### config.mk
export PLATFORM = sky130hd
export DESIGN_NAME = mclk_frac_div
export DESIGN_NICKNAME = d
export VERILOG_FILES = /design/src/rtl/mclk_frac_pkg.sv /design/src/rtl/mclk_ratio_regs.sv /design/src/rtl/mclk_phase_acc.sv /design/src/rtl/mclk_out_sel.sv /design/src/rtl/mclk_frac_div.sv
export SDC_FILE = /design/constraint.sdc
export NUM_CORES = 1
export LEC_CHECK = 0
export BUFFER_PORTS_ARGS = -buffer_cell sky130_fd_sc_hd__buf_2
export CELL_PAD_IN_SITES_DETAIL_PLACEMENT = 0
export CELL_PAD_IN_SITES_GLOBAL_PLACEMENT = 1
export CORE_ASPECT_RATIO = 1.1
export CORE_MARGIN = 5
export CORE_UTILIZATION = 25
export CTS_CLUSTER_SIZE = 20
export DETAILED_ROUTE_END_ITERATION = 8
export PLACE_DENSITY_LB_ADDON = 0.1
export SKIP_CTS_REPAIR_TIMING = 1
export SLEW_MARGIN = 20
export SYNTH_ARGS = -nofsm -noshare
export SYNTH_HDL_FRONTEND = slang
export SYNTH_SLANG_ARGS = --single-unit
### constraint.sdc
create_clock -name clk -period 5.2 [get_ports clk]
set_clock_uncertainty 0.15 [all_clocks]
set_input_delay 0.52 -clock clk [delete_from_list [all_inputs] [get_ports clk]]
set_output_delay 0.52 -clock clk [all_outputs]
set_load 0.02 [all_outputs]
### src/rtl/mclk_frac_pkg.sv
package mclk_frac_pkg;
  localparam int MULT_W_DEF = 8;
  localparam int DIV_W_DEF  = 12;
  localparam int SYNC_DEF   = 4;

  typedef enum logic [1:0] {
    MODE_DIV    = 2'd0,
    MODE_CLAMP  = 2'd1,
    MODE_BYPASS = 2'd2
  } mode_e;
endpackage

### src/rtl/mclk_ratio_regs.sv
module mclk_ratio_regs
  import mclk_frac_pkg::*;
#(
  parameter int MULT_W = MULT_W_DEF,
  parameter int DIV_W  = DIV_W_DEF,
  parameter int SYNC_CYC = SYNC_DEF
) (
  input  logic              clk,
  input  logic              rst,
  input  logic              wr_en,
  input  logic [MULT_W-1:0] wr_mult_m1,
  input  logic [DIV_W-1:0]  wr_div_m1,
  input  logic              tgl,
  output logic [MULT_W-1:0] act_mult_m1,
  output logic [DIV_W-1:0]  act_div_m1,
  output mode_e             mode,
  output logic              load,
  output logic              busy
);
  localparam int CMP_W = ((DIV_W > MULT_W) ? DIV_W : MULT_W) + 2;
  localparam int CNT_W = $clog2(SYNC_CYC + 1);

  logic [MULT_W-1:0] pend_mult_m1;
  logic [DIV_W-1:0]  pend_div_m1;
  logic              pend_v;
  logic [CNT_W-1:0]  sync_cnt;
  logic              wr_ok;
  logic [CMP_W-1:0]  step_x, den_x;

  assign wr_ok = wr_en && (CMP_W'(wr_mult_m1) <= CMP_W'(wr_div_m1));

  // Operating mode of the active ratio
  assign step_x = (CMP_W'(act_mult_m1) + CMP_W'(1)) << 1;
  assign den_x  = CMP_W'(act_div_m1) + CMP_W'(1);

  always_comb begin
    if (CMP_W'(act_mult_m1) == CMP_W'(act_div_m1)) mode = MODE_BYPASS;
    else if (step_x > den_x)                       mode = MODE_CLAMP;
    else                                           mode = MODE_DIV;
  end

  assign load = !rst && pend_v && (tgl || (mode == MODE_BYPASS));

  always_ff @(posedge clk) begin
    if (rst) begin
      act_mult_m1  <= '0;
      act_div_m1   <= '0;
      pend_mult_m1 <= '0;
      pend_div_m1  <= '0;
      pend_v       <= 1'b0;
      sync_cnt     <= '0;
      busy         <= 1'b0;
    end else begin
      if (load) begin
        act_mult_m1 <= pend_mult_m1;
        act_div_m1  <= pend_div_m1;
        pend_v      <= 1'b0;
        sync_cnt    <= CNT_W'(SYNC_CYC);
      end else if (sync_cnt != '0) begin
        sync_cnt <= sync_cnt - CNT_W'(1);
        if (sync_cnt == CNT_W'(1) && !pend_v) busy <= 1'b0;
      end
      if (wr_ok) begin
        pend_mult_m1 <= wr_mult_m1;
        pend_div_m1  <= wr_div_m1;
        pend_v       <= 1'b1;
        busy         <= 1'b1;
      end
    end
  end
endmodule

### src/rtl/mclk_phase_acc.sv
module mclk_phase_acc
  import mclk_frac_pkg::*;
#(
  parameter int MULT_W = MULT_W_DEF,
  parameter int DIV_W  = DIV_W_DEF
) (
  input  logic              clk,
  input  logic              rst,
  input  logic [MULT_W-1:0] mult_m1,
  input  logic [DIV_W-1:0]  div_m1,
  input  mode_e             mode,
  input  logic              load,
  output logic              tgl,
  output logic              div_q
);
  localparam int BASE_W = ((DIV_W + 1) > (MULT_W + 2)) ? (DIV_W + 1) : (MULT_W + 2);
  localparam int SUM_W  = BASE_W + 1;

  logic [SUM_W-1:0] acc, step, den, sum;

  assign step = (SUM_W'(mult_m1) + SUM_W'(1)) << 1;
  assign den  = SUM_W'(div_m1) + SUM_W'(1);
  assign sum  = acc + step;

  always_comb begin
    case (mode)
      MODE_CLAMP: tgl = 1'b1;
      MODE_DIV:   tgl = (sum >= den);
      default:    tgl = 1'b0;
    endcase
  end

  always_ff @(posedge clk) begin
    if (rst) begin
      acc   <= '0;
      div_q <= 1'b0;
    end else begin
      if (tgl) div_q <= ~div_q;
      if (load || mode != MODE_DIV) acc <= '0;
      else if (sum >= den)          acc <= sum - den;
      else                          acc <= sum;
    end
  end
endmodule

### src/rtl/mclk_out_sel.sv
module mclk_out_sel
  import mclk_frac_pkg::*;
(
  input  logic  clk,
  input  logic  rst,
  input  mode_e mode,
  input  logic  div_q,
  output logic  mclk_out
);
  logic run_q;

  always_ff @(posedge clk) begin
    if (rst) run_q <= 1'b0;
    else     run_q <= 1'b1;
  end

  assign mclk_out = run_q && ((mode == MODE_BYPASS) ? clk : div_q);
endmodule

### src/rtl/mclk_frac_div.sv
module mclk_frac_div
  import mclk_frac_pkg::*;
#(
  parameter int MULT_W   = MULT_W_DEF,
  parameter int DIV_W    = DIV_W_DEF,
  parameter int SYNC_CYC = SYNC_DEF
) (
  input  logic              clk,
  input  logic              rst,
  input  logic              wr_en,
  input  logic [MULT_W-1:0] wr_mult_m1,
  input  logic [DIV_W-1:0]  wr_div_m1,
  output logic              mclk_out,
  output logic              busy
);
  logic [MULT_W-1:0] act_mult_m1;
  logic [DIV_W-1:0]  act_div_m1;
  mode_e             mode;
  logic              load, tgl, div_q;

  mclk_ratio_regs #(.MULT_W(MULT_W), .DIV_W(DIV_W), .SYNC_CYC(SYNC_CYC)) u_regs (
    .clk(clk), .rst(rst), .wr_en(wr_en), .wr_mult_m1(wr_mult_m1),
    .wr_div_m1(wr_div_m1), .tgl(tgl), .act_mult_m1(act_mult_m1),
    .act_div_m1(act_div_m1), .mode(mode), .load(load), .busy(busy)
  );

  mclk_phase_acc #(.MULT_W(MULT_W), .DIV_W(DIV_W)) u_acc (
    .clk(clk), .rst(rst), .mult_m1(act_mult_m1), .div_m1(act_div_m1),
    .mode(mode), .load(load), .tgl(tgl), .div_q(div_q)
  );

  mclk_out_sel u_sel (
    .clk(clk), .rst(rst), .mode(mode), .div_q(div_q), .mclk_out(mclk_out)
  );
endmodule

==> flow_summary.ini, run 1 <==
[grt]
grt_usage = 0.1212
grt_pass1_wl_um = 18770
grt_pass1_vias = 3661
antenna_found_initial = 0
grt_start_max_net_pins = 28
grt_overflow_total = 0

[worst_hold_path]
hold_class = in -> reg

[clock_tree]
cts_tree = yes
clock_latency_ns = 0.45
clk_pin_slew_ns = 0.05

[placed_design]
io_buffers = 24
placed_area_um2 = 4584
globalplace.congestion = 0.7929
dp_hpwl_um = 9061

[setup_path]
crit_type = reg -> reg
critPathSlowestCell = o311a_4
cp.arrival_ns = 5.16
start_kind = register
critPathMaxFanout = 21
max_stage_delay_ns = 0.44
end_kind = register
critical_path_required_ns = 5.38
path_delay_family = compound AO/OA/AOI/OAI gates
path_buf_inv = 0
crit_path_cell_trace = and3_1 -> nand3_1 -> or2_2 -> xnor2_1 -> ha_1 -> or3_1 -> o211ai_2 -> a21oi_1 -> o21ai_0 -> xnor2_1 -> ha_2 -> o21ai_1 -> a21oi_1 -> o31ai_1 -> a21oi_2 -> or3_4 -> o311a_4 -> a22o_2

[synth]
synth-seq-cells = 61
synth_cell_type_count = 60
synth_cells = 489
synth.largest_area_cell = dfxtp_1
syn-cell-area_um2 = 4224
synthTopCellsByArea = dfxtp_1 29%, ha_1 13%, mux2i_1 5.7%
post-synth-top-area-fraction = 0.2891
synth_async_sr_flop_share = 0
synth_flop_cell = dfxtp_1
synth_seq_area_share = 0.2891
synth_edf_count = 0
synth_fp_nets = 558
syn-mean-instance-area_um2 = 8.638
yosys_warnings = 0

[timing]
max_freq_ghz = 0.2009
setup_viol = 0
worst_pin_slew_ns = 0.8883
max_slew_margin = 0.4070
rsz0062_at_grt = no
fin_crit_sh = 0.9572
fin_crit_ns = 4.978
slew_violations = 0
hold_viol = 0

[pwr]
netSwitchingFraction = 0.4506
p_leak_uw = 0.002253
comb_power_share = 0.619
p_int_uw = 1881
switching_power_uw = 1543
clock_power_share = 0.197
p_seq_frac = 0.184
total_power_uw = 3423
vdd.ir_drop.worst_v = 0.0002987
power_density_nw_per_um2 = 690.0

[layout]
fillers = 1765
layout_commonest_cell = dfxtp_1
final_cell_area_um2 = 4961
nets = 585
final_core_util = 0.3008
drive_gt1_frac = 0.1497
n_antenna_cell = 0
layout_common_cells = 60 x dfxtp_1, 47 x nor2_1, 43 x ha_1, 28 x a21oi_1, 26 x nand2_1
areaGrowthSynthToFinish_pct = 17.45
seqCellArea_um2 = 1222
multi_input_area_um2 = 2838

[floorplanning]
io_pins = 25
die_area_um2 = 19600
start_util = 0.2561
rows = 49
die_x_um = 133.9
die_h_um = 146.3
core_area_um2 = 16490

[detailed_routing]
wire_per_inst_um = 15.76
viasPerCell = 4.865
firstDrtPassIters = 4
vias = 3527
totalWireLength_um = 11430
route.detailed.drc = 0
postRouteAntennaNets = 0
drt-initial-drc-count = 146

[flow_run]
max_cap_violations = 0

[outcome]
outcome = finished clean
sequential cells by signal, summed over array words and instances, names as in the netlist:
signal               count
u_regs.sync_cnt          3
u_regs.act_div_m1       12
u_regs.act_mult_m1       8
u_regs.pend_v            1
u_acc.div_q              1
u_regs.busy              1
u_acc.acc               14
u_regs.pend_mult_m1      8
u_regs.pend_div_m1      12
u_sel.run_q              1
per-stage QoR:
step	TNS (ns)	hold WS (ns)	worst slack (ns)	cells
finish	0	0.1792	0.2224	725
global route	0	0.1818	0.02711	725
CTS	-5.031	0.1669	-0.2494	724
detailed placement	-4.433	0.2976	-0.2220	705
global placement	-3.445	0.2930	-0.1747	705
floorplan	0	0.2819	0.8216	489
layer usage:
metal | routed length [µm] | global-route usage | up-vias
li1 | - | - | 1811
met1 | 5226 | 0.1500 | 1628
met2 | 5523 | 0.1967 | 68
met3 | 340 | 0.02925 | 20
met4 | 334 | 0.05916 | 0
met5 | 0 | 0 | -
final timing paths:
| check | startpoint | endpoint | slack [ns] | cells past startpoint |
|---|---|---|---|---|
| worst max register to register | u_regs.act_mult_m1[0]$_SDFFE_PP0P_ | u_regs.act_mult_m1[0]$_SDFFE_PP0P_ | 0.22 | 18 |
| worst min-delay path | wr_div_m1[8] | u_regs.pend_div_m1[8]$_SDFFE_PP0P_ | 0.18 | 3 |
| worst min register to register | u_acc.acc[0]$_SDFFE_PP0N_ | u_acc.acc[0]$_SDFFE_PP0N_ | 0.30 | 2 |
| worst max-delay path | u_regs.act_mult_m1[0]$_SDFFE_PP0P_ | u_regs.act_mult_m1[0]$_SDFFE_PP0P_ | 0.22 | 18 |
worst register-to-register path, stage by stage (launching register included):
cell and delay (ns):
dfxtp_2 0.40, and3_1 0.17, nand3_1 0.14, or2_2 0.35, xnor2_1 0.19, ha_1 0.28, or3_1 0.41, o211ai_2 0.12
a21oi_1 0.06, o21ai_0 0.21, xnor2_1 0.22, ha_2 0.38, o21ai_1 0.20, a21oi_1 0.15, o31ai_1 0.15, a21oi_2 0.17
or3_4 0.43, o311a_4 0.44, a22o_2 0.25
power groups by stage:
stage	Sequential, µW	Clock (µW)	Combinational, µW
global placement	637	26.8	2060
floorplan	601	21.8	1540
finish	629	675	2120
detailed placement	638	26.8	2050
CTS	628	698	2060
global route	643	721	2400
Yosys cell counts, types with 2 or more instances:
cell type and instances:
dfxtp_1 61, nor2_1 47, ha_1 44, a21oi_1 29, nand2_1 26, inv_1 25
mux2i_1 24, xor2_1 23, xnor2_1 21, a22o_1 19, nand3_1 19, o21ai_0 15
or3_1 13, clkbuf_1 12, a21o_1 8, and3_1 8, buf_2 7, nand4_1 7
nor3_1 7, nor2b_1 6, nor4_1 6, a211oi_1 5, nand2b_1 5, or2_2 5
a31oi_1 3, buf_6 3, nand3b_1 3, a211o_1 2, and2_1 2, fa_1 2
o2111ai_1 2, o211ai_1 2
kinds of logic (layout without fill, tap and decap cells):
group	Yosys count	after routing	share of synthesized area
DFF	61	61	0.2891
and+or+nand+nor	162	162	0.1967
xor gates and xnor gates	44	44	0.09123
muxes	24	24	0.05687
AOI/OAI and AO/OA	104	105	0.1760
adders and majority gates	46	46	0.1398
buffers and inverters	48	79	0.05035
cell type report:
cell class	count	share of cell area
Inverter	25	0.01892
Multi-Input combinational cell	381	0.5720
Clock inverter	4	0.005044
Tap cell	204	0.05145
Sequential cell	61	0.2464
Timing Repair Buffer	34	0.04237
Clock buffer	16	0.06381
Power figures use the tool's default switching activity.
==> run 2, diff against run 1 <==
--- a/config.mk
+++ b/config.mk
@@ -10,7 +10,7 @@
 export CELL_PAD_IN_SITES_GLOBAL_PLACEMENT = 1
 export CORE_ASPECT_RATIO = 1.1
 export CORE_MARGIN = 5
-export CORE_UTILIZATION = 25
+export CORE_UTILIZATION = 47
 export CTS_CLUSTER_SIZE = 20
 export DETAILED_ROUTE_END_ITERATION = 8
 export PLACE_DENSITY_LB_ADDON = 0.1
==> run 2 against run 1 <==
Global-route usage rose by 6.8 points. Clock-buffer cell count fell by 2. Core utilization rose by 23 points. Flip-flop and latch count did not move. Worst hold slack got worse by 0.020 ns.
==> flow_summary.ini, run 2 (same netlist as run 1, synthesis figures left out) <==
[timing]
setup_tns_ns = 0
fin_crit_ns = 4.882
setup_ws_ns = 0.3177
max_slew_margin = 0.4293
slew_violations = 0
max_freq_ghz = 0.2048
worst_pin_slew_ns = 0.8549
hold_viol = 0
fin_crit_sh = 0.9389
setup_viol = 0
rsz0062_at_grt = no

[layout]
regMostFlops = u_acc.acc
largest_register_ffs = 14
layout_common_cells = 61 x dfxtp_1, 47 x nor2_1, 44 x ha_1, 28 x a21oi_1, 26 x nand2_1
nets = 577
n_antenna_cell = 0
areaGrowthSynthToFinish_pct = 10.93
final_cell_area_um2 = 4686
reg_top3 = u_acc.acc (14), u_regs.act_div_m1 (12), u_regs.pend_div_m1 (12)
fillers = 883
layout_commonest_cell = dfxtp_1
drive_gt1_frac = 0.1365

[grt]
antenna_found_initial = 0
grt_overflow_total = 0
grt_start_max_net_pins = 28
grt_usage = 0.1889
grt_pass1_wl_um = 16500
grt_pass1_vias = 3506

[placed_design]
dp_slack_ns = 0.1190
globalplace.congestion = 0.8205
dp_hpwl_um = 7568
io_buffers = 24
placed_area_um2 = 4399

[floorplanning]
die_h_um = 109.4
die_area_um2 = 10990
start_util = 0.4785
rows = 36
io_pins = 25
die_x_um = 100.4
core_area_um2 = 8828

[setup_path]
start_kind = register
crit_type = reg -> reg
crit-reg2reg-launch = u_regs.act_mult_m1[0]$_SDFFE_PP0P_
critical_path_required_ns = 5.40
worstRegToRegCells = 19
r2r-end = u_regs.act_mult_m1[0]$_SDFFE_PP0P_
r2r_slack_ns = 0.32
critPathMaxFanout = 21
end_kind = register
cp.arrival_ns = 5.08

[pwr]
p_leak_uw = 0.002162
vdd.ir_drop.worst_v = 0.0002629
switching_power_uw = 1464
p_seq_frac = 0.203
power_density_nw_per_um2 = 666.5
netSwitchingFraction = 0.4687
comb_power_share = 0.623
clock_power_share = 0.174
p_int_uw = 1659

[flow_run]
max_cap_violations = 0

[detailed_routing]
firstDrtPassIters = 6
wire_per_inst_um = 15.91
drt-initial-drc-count = 135
viasPerCell = 5.604
route.detailed.drc = 0
totalWireLength_um = 9975
vias = 3514
postRouteAntennaNets = 0

[clock_tree]
clock_latency_ns = 0.46
clk_pin_slew_ns = 0.08
cts_tree = yes

[worst_hold_path]
hold_class = in -> reg
min_delay_path_depth = 3
worstHoldStart = wr_div_m1[7]
hold_path_end = u_regs.pend_div_m1[7]$_SDFFE_PP0P_

[outcome]
outcome = finished clean
==> run 2: power by group through the flow <==
stage               sequential [µW]  clock, µW  combinational [µW]
floorplan                       601       21.8                1540
global placement                642       27.2                1860
detailed placement              644       27.2                1880
CTS                             633        550                1890
global route                    645        577                2170
finish                          633        543                1950
==> run 2: through the flow <==
stage          hold WS (ns)  power [µW]  std cells    util
2_1_floorplan        0.2819        2158        489       -
3_3_place_gp         0.2888        2532        607  0.4983
3_5_place_dp         0.3046        2548        607  0.4983
4_1_cts              0.1539        3072        626  0.5266
5_1_grt              0.1624        3390        627  0.5308
6_report             0.1592        3123        627  0.5308
==> run 2: worst max-delay path: stages (launching register included) <==
cell	delay, ns
dfxtp_1	0.49
ha_1	0.24
nand3_1	0.12
nor2_1	0.19
xor2_1	0.28
ha_1	0.32
nor2_1	0.13
nor2_1	0.08
a31o_2	0.24
a21o_1	0.19
and3_1	0.19
xor2_1	0.26
ha_1	0.30
inv_1	0.11
nor4_1	0.07
nor2_1	0.17
inv_1	0.13
or3_4	0.46
o311a_4	0.43
a22o_2	0.23
==> run 2: how the worst max path moves through the flow <==
| stage | to | depth (start not counted) | from | slack (ns) |
|---|---|---|---|---|
| 2_1_floorplan | u_regs.act_div_m1[0]$_SDFFE_PP0P_ | 21 | u_regs.act_mult_m1[0]$_SDFFE_PP0P_ | 0.82 |
| 3_3_place_gp | u_regs.act_mult_m1[0]$_SDFFE_PP0P_ | 18 | u_regs.act_mult_m1[0]$_SDFFE_PP0P_ | 0.22 |
| 3_5_place_dp | u_regs.act_mult_m1[0]$_SDFFE_PP0P_ | 18 | u_regs.act_mult_m1[0]$_SDFFE_PP0P_ | 0.12 |
| 4_1_cts | u_regs.act_mult_m1[3]$_SDFFE_PP0P_ | 18 | u_regs.act_mult_m1[0]$_SDFFE_PP0P_ | 0.09 |
| 5_1_grt | u_regs.act_mult_m1[0]$_SDFFE_PP0P_ | 19 | u_regs.act_mult_m1[0]$_SDFFE_PP0P_ | 0.04 |
| 6_report | u_regs.act_mult_m1[0]$_SDFFE_PP0P_ | 19 | u_regs.act_mult_m1[0]$_SDFFE_PP0P_ | 0.32 |
==> run 2: metal layers <==
| layer | vias to the layer above | wire length (µm) | GRT usage |
|---|---|---|---|
| met1 | 1635 | 4587 | 0.2315 |
| li1 | 1796 | - | - |
| met3 | 12 | 367 | 0.03997 |
| met5 | - | 0 | 0 |
| met2 | 71 | 4910 | 0.3314 |
| met4 | 0 | 110 | 0.05775 |
==> run 2: cell type report <==
class / instances / area (µm²) / share of cell area
repair buffers: 26 / 137.6 / 0.02937
well taps: 114 / 142.6 / 0.03044
multi-input cells: 381 / 2835 / 0.6051
inverters: 25 / 93.84 / 0.02003
clock inverters: 6 / 71.32 / 0.01522
flip-flops and latches: 61 / 1221 / 0.2606
clock buffers: 14 / 183.9 / 0.03925
==> run 3, diff against run 2 <==
--- a/config.mk
+++ b/config.mk
@@ -5,12 +5,13 @@
 export SDC_FILE = /design/constraint.sdc
 export NUM_CORES = 1
 export LEC_CHECK = 0
+export ABC_AREA = 1
 export BUFFER_PORTS_ARGS = -buffer_cell sky130_fd_sc_hd__buf_2
 export CELL_PAD_IN_SITES_DETAIL_PLACEMENT = 0
 export CELL_PAD_IN_SITES_GLOBAL_PLACEMENT = 1
 export CORE_ASPECT_RATIO = 1.1
 export CORE_MARGIN = 5
-export CORE_UTILIZATION = 47
+export CORE_UTILIZATION = 45
 export CTS_CLUSTER_SIZE = 20
 export DETAILED_ROUTE_END_ITERATION = 8
 export PLACE_DENSITY_LB_ADDON = 0.1
==> run 3 against run 2 <==
Clock-buffer cell count increased by 2. Sequential share of layout area down 1.0 points. Synthesized cell count increased by 33%. Routed wire length up 3.1%. Largest power group unchanged. Maximum frequency is 8.2% higher. Cell area grew 4.1%. Sequential power fell by 10%.
==> flow_summary.ini, run 3 <==
[outcome]
outcome = finished clean

[layout]
largest_register_ffs = 14
nets = 742
drive_gt1_frac = 0.09292
areaGrowthSynthToFinish_pct = 9.556
regMostFlops = u_acc.acc
final_cell_area_um2 = 4877
layout_commonest_cell = nand2_1
layout_common_cells = 166 x nand2_1, 92 x nand3_1, 63 x inv_1, 61 x dfxtp_1, 49 x a21oi_1
n_antenna_cell = 0
reg_top3 = u_acc.acc (14), u_regs.act_div_m1 (12), u_regs.pend_div_m1 (12)

[synth]
synth_async_sr_flop_share = 0
synthTopCellsByArea = dfxtp_1 27%, nand2_1 14%, ha_1 12%
syn-mean-instance-area_um2 = 6.838
synth_cell_type_count = 39
synth-seq-cells = 61
synth_cells = 651
synth_fp_nets = 720
yosysMostFrequentCell = nand2_1
synth_seq_area_share = 0.2743
post-synth-top-area-fraction = 0.2743
yosys_warnings = 0
synth_edf_count = 0
synth.largest_area_cell = dfxtp_1
synth_flop_cell = dfxtp_1
syn-cell-area_um2 = 4452
synth_common_cells = 166 x nand2_1, 92 x nand3_1, 63 x inv_1

[timing]
fin_crit_sh = 0.8679
hold_viol = 0
max_freq_ghz = 0.2216
max_slew_margin = 0.5336
setup_viol = 0
rsz0062_at_grt = no
worst_pin_slew_ns = 0.6979
timing.hold.ws_ns = 0.1935
fin_crit_ns = 4.513
setup_tns_ns = 0
slew_violations = 0

[pwr]
comb_power_share = 0.560
vdd.ir_drop.worst_v = 0.0003215
p_leak_uw = 0.002430
power_density_nw_per_um2 = 492.6
total_power_uw = 2403
netSwitchingFraction = 0.4634
p_int_uw = 1289
switching_power_uw = 1113
clock_power_share = 0.203
p_seq_frac = 0.237

[setup_path]
start_kind = register
critical_path_required_ns = 5.39
crit_type = reg -> reg
critPathMaxFanout = 22
cp.arrival_ns = 4.71
end_kind = register

[flow_run]
max_cap_violations = 0

[detailed_routing]
viasPerCell = 5.094
route.detailed.drc = 0
firstDrtPassIters = 4
postRouteAntennaNets = 0
wire_per_inst_um = 12.89
totalWireLength_um = 10290
drt-initial-drc-count = 136
vias = 4065

[placed_design]
globalplace.congestion = 0.8980
dp_hpwl_um = 8338
placed_area_um2 = 4652
io_buffers = 24

[floorplanning]
die_h_um = 114.3
die_x_um = 104.8
io_pins = 25
core_area_um2 = 9794
die_area_um2 = 11980
rows = 38
start_util = 0.4545

[grt]
grt_usage = 0.1802
grt_pass1_vias = 3992
antenna_found_initial = 0
grt_pass1_wl_um = 17520
grt_overflow_total = 0
grt_start_max_net_pins = 26

[clock_tree]
clock_latency_ns = 0.46
clk_pin_slew_ns = 0.07
cts_tree = yes

[worst_hold_path]
hold_class = in -> reg
-- run 3: cell types whose count changed in the layout (fill, tap and decap cells not counted), sizes merged, moves of 13 or more --
| cell | change |
|---|---|
| inv | +41 |
| nand2 | +144 |
| a22o | -20 |
| a21oi | +20 |
| or3 | -13 |
| mux2i | -24 |
| nand3 | +73 |
-- run 3: through the flow --
step / instances / setup WS [ns] / util
after detailed placement: 779 / 0.6558 / 0.4750
after CTS: 798 / 0.6602 / 0.4980
after floorplan: 651 / 1.263 / -
final: 798 / 0.6869 / 0.4980
after global routing: 798 / 0.2425 / 0.4980
after global placement: 779 / 0.8002 / 0.4750
-- run 3: power by group through the flow --
stage	logic [µW]	clock network (µW)	registers (µW)
after detailed placement	1350	14.2	580
after global placement	1340	14.2	579
after global routing	1550	523	577
final	1340	487	570
after CTS	1360	498	570
after floorplan	1090	10.4	568
-- run 3: cell type report --
class	count	area, µm²
fillers	1014	4917
multi-input cells	503	2879
flip-flops and latches	61	1221
inverters	67	251.5
clock buffers	16	181.4
well taps	120	150.1
repair buffers	27	145.1
clock inverters	4	48.80
-- run 3: per-layer routing --
metal	global-route usage	wire [µm]	vias up
li1	-	-	2192
met1	0.2008	4649	1780
met2	0.3191	4965	63
met3	0.02651	253	30
met4	0.1168	417	0
met5	0	0	-
-- run 3: worst max-delay path, stage by stage (launching register included) --
cell and delay, ns:
dfxtp_1 0.46, ha_1 0.23, nand3_1 0.12, nor3b_1 0.31, and3_1 0.30, ha_1 0.30
nand2_1 0.14, nor2_1 0.08, nand3b_1 0.11, nand3_1 0.10, or2_2 0.28, nand2_1 0.09
inv_1 0.05, ha_1 0.34, nand2_1 0.08, nor2_1 0.16, and2_1 0.14, nand2_1 0.06
nand4_1 0.10, nand2_1 0.08, nand2_1 0.11, nor2_4 0.05, nand2_4 0.18, nand2_4 0.20
nand3_1 0.12, nand2_1 0.05
-- run 3: logic make-up (layout without fill, tap and decap cells) --
family / Yosys count / in the layout / share of synthesized area
fa+ha+maj: 46 / 46 / 0.1327
compound gates: 85 / 85 / 0.1026
simple gates: 332 / 332 / 0.3311
xor+xnor: 40 / 40 / 0.07870
flops: 61 / 61 / 0.2743
buf+inv: 87 / 114 / 0.08066
-- run 3: final timing paths --
check / to / slack (ns) / startpoint / cells past startpoint
worst max-delay path: u_regs.act_div_m1[0]$_SDFFE_PP0P_ / 0.69 / u_regs.act_mult_m1[0]$_SDFFE_PP0P_ / 25
worst min-delay path: u_regs.pend_div_m1[7]$_SDFFE_PP0P_ / 0.19 / wr_div_m1[7] / 3
worst max register to register: u_regs.act_div_m1[0]$_SDFFE_PP0P_ / 0.69 / u_regs.act_mult_m1[0]$_SDFFE_PP0P_ / 25
worst min register to register: u_regs.act_div_m1[8]$_SDFFE_PP0P_ / 0.31 / u_regs.pend_div_m1[8]$_SDFFE_PP0P_ / 2
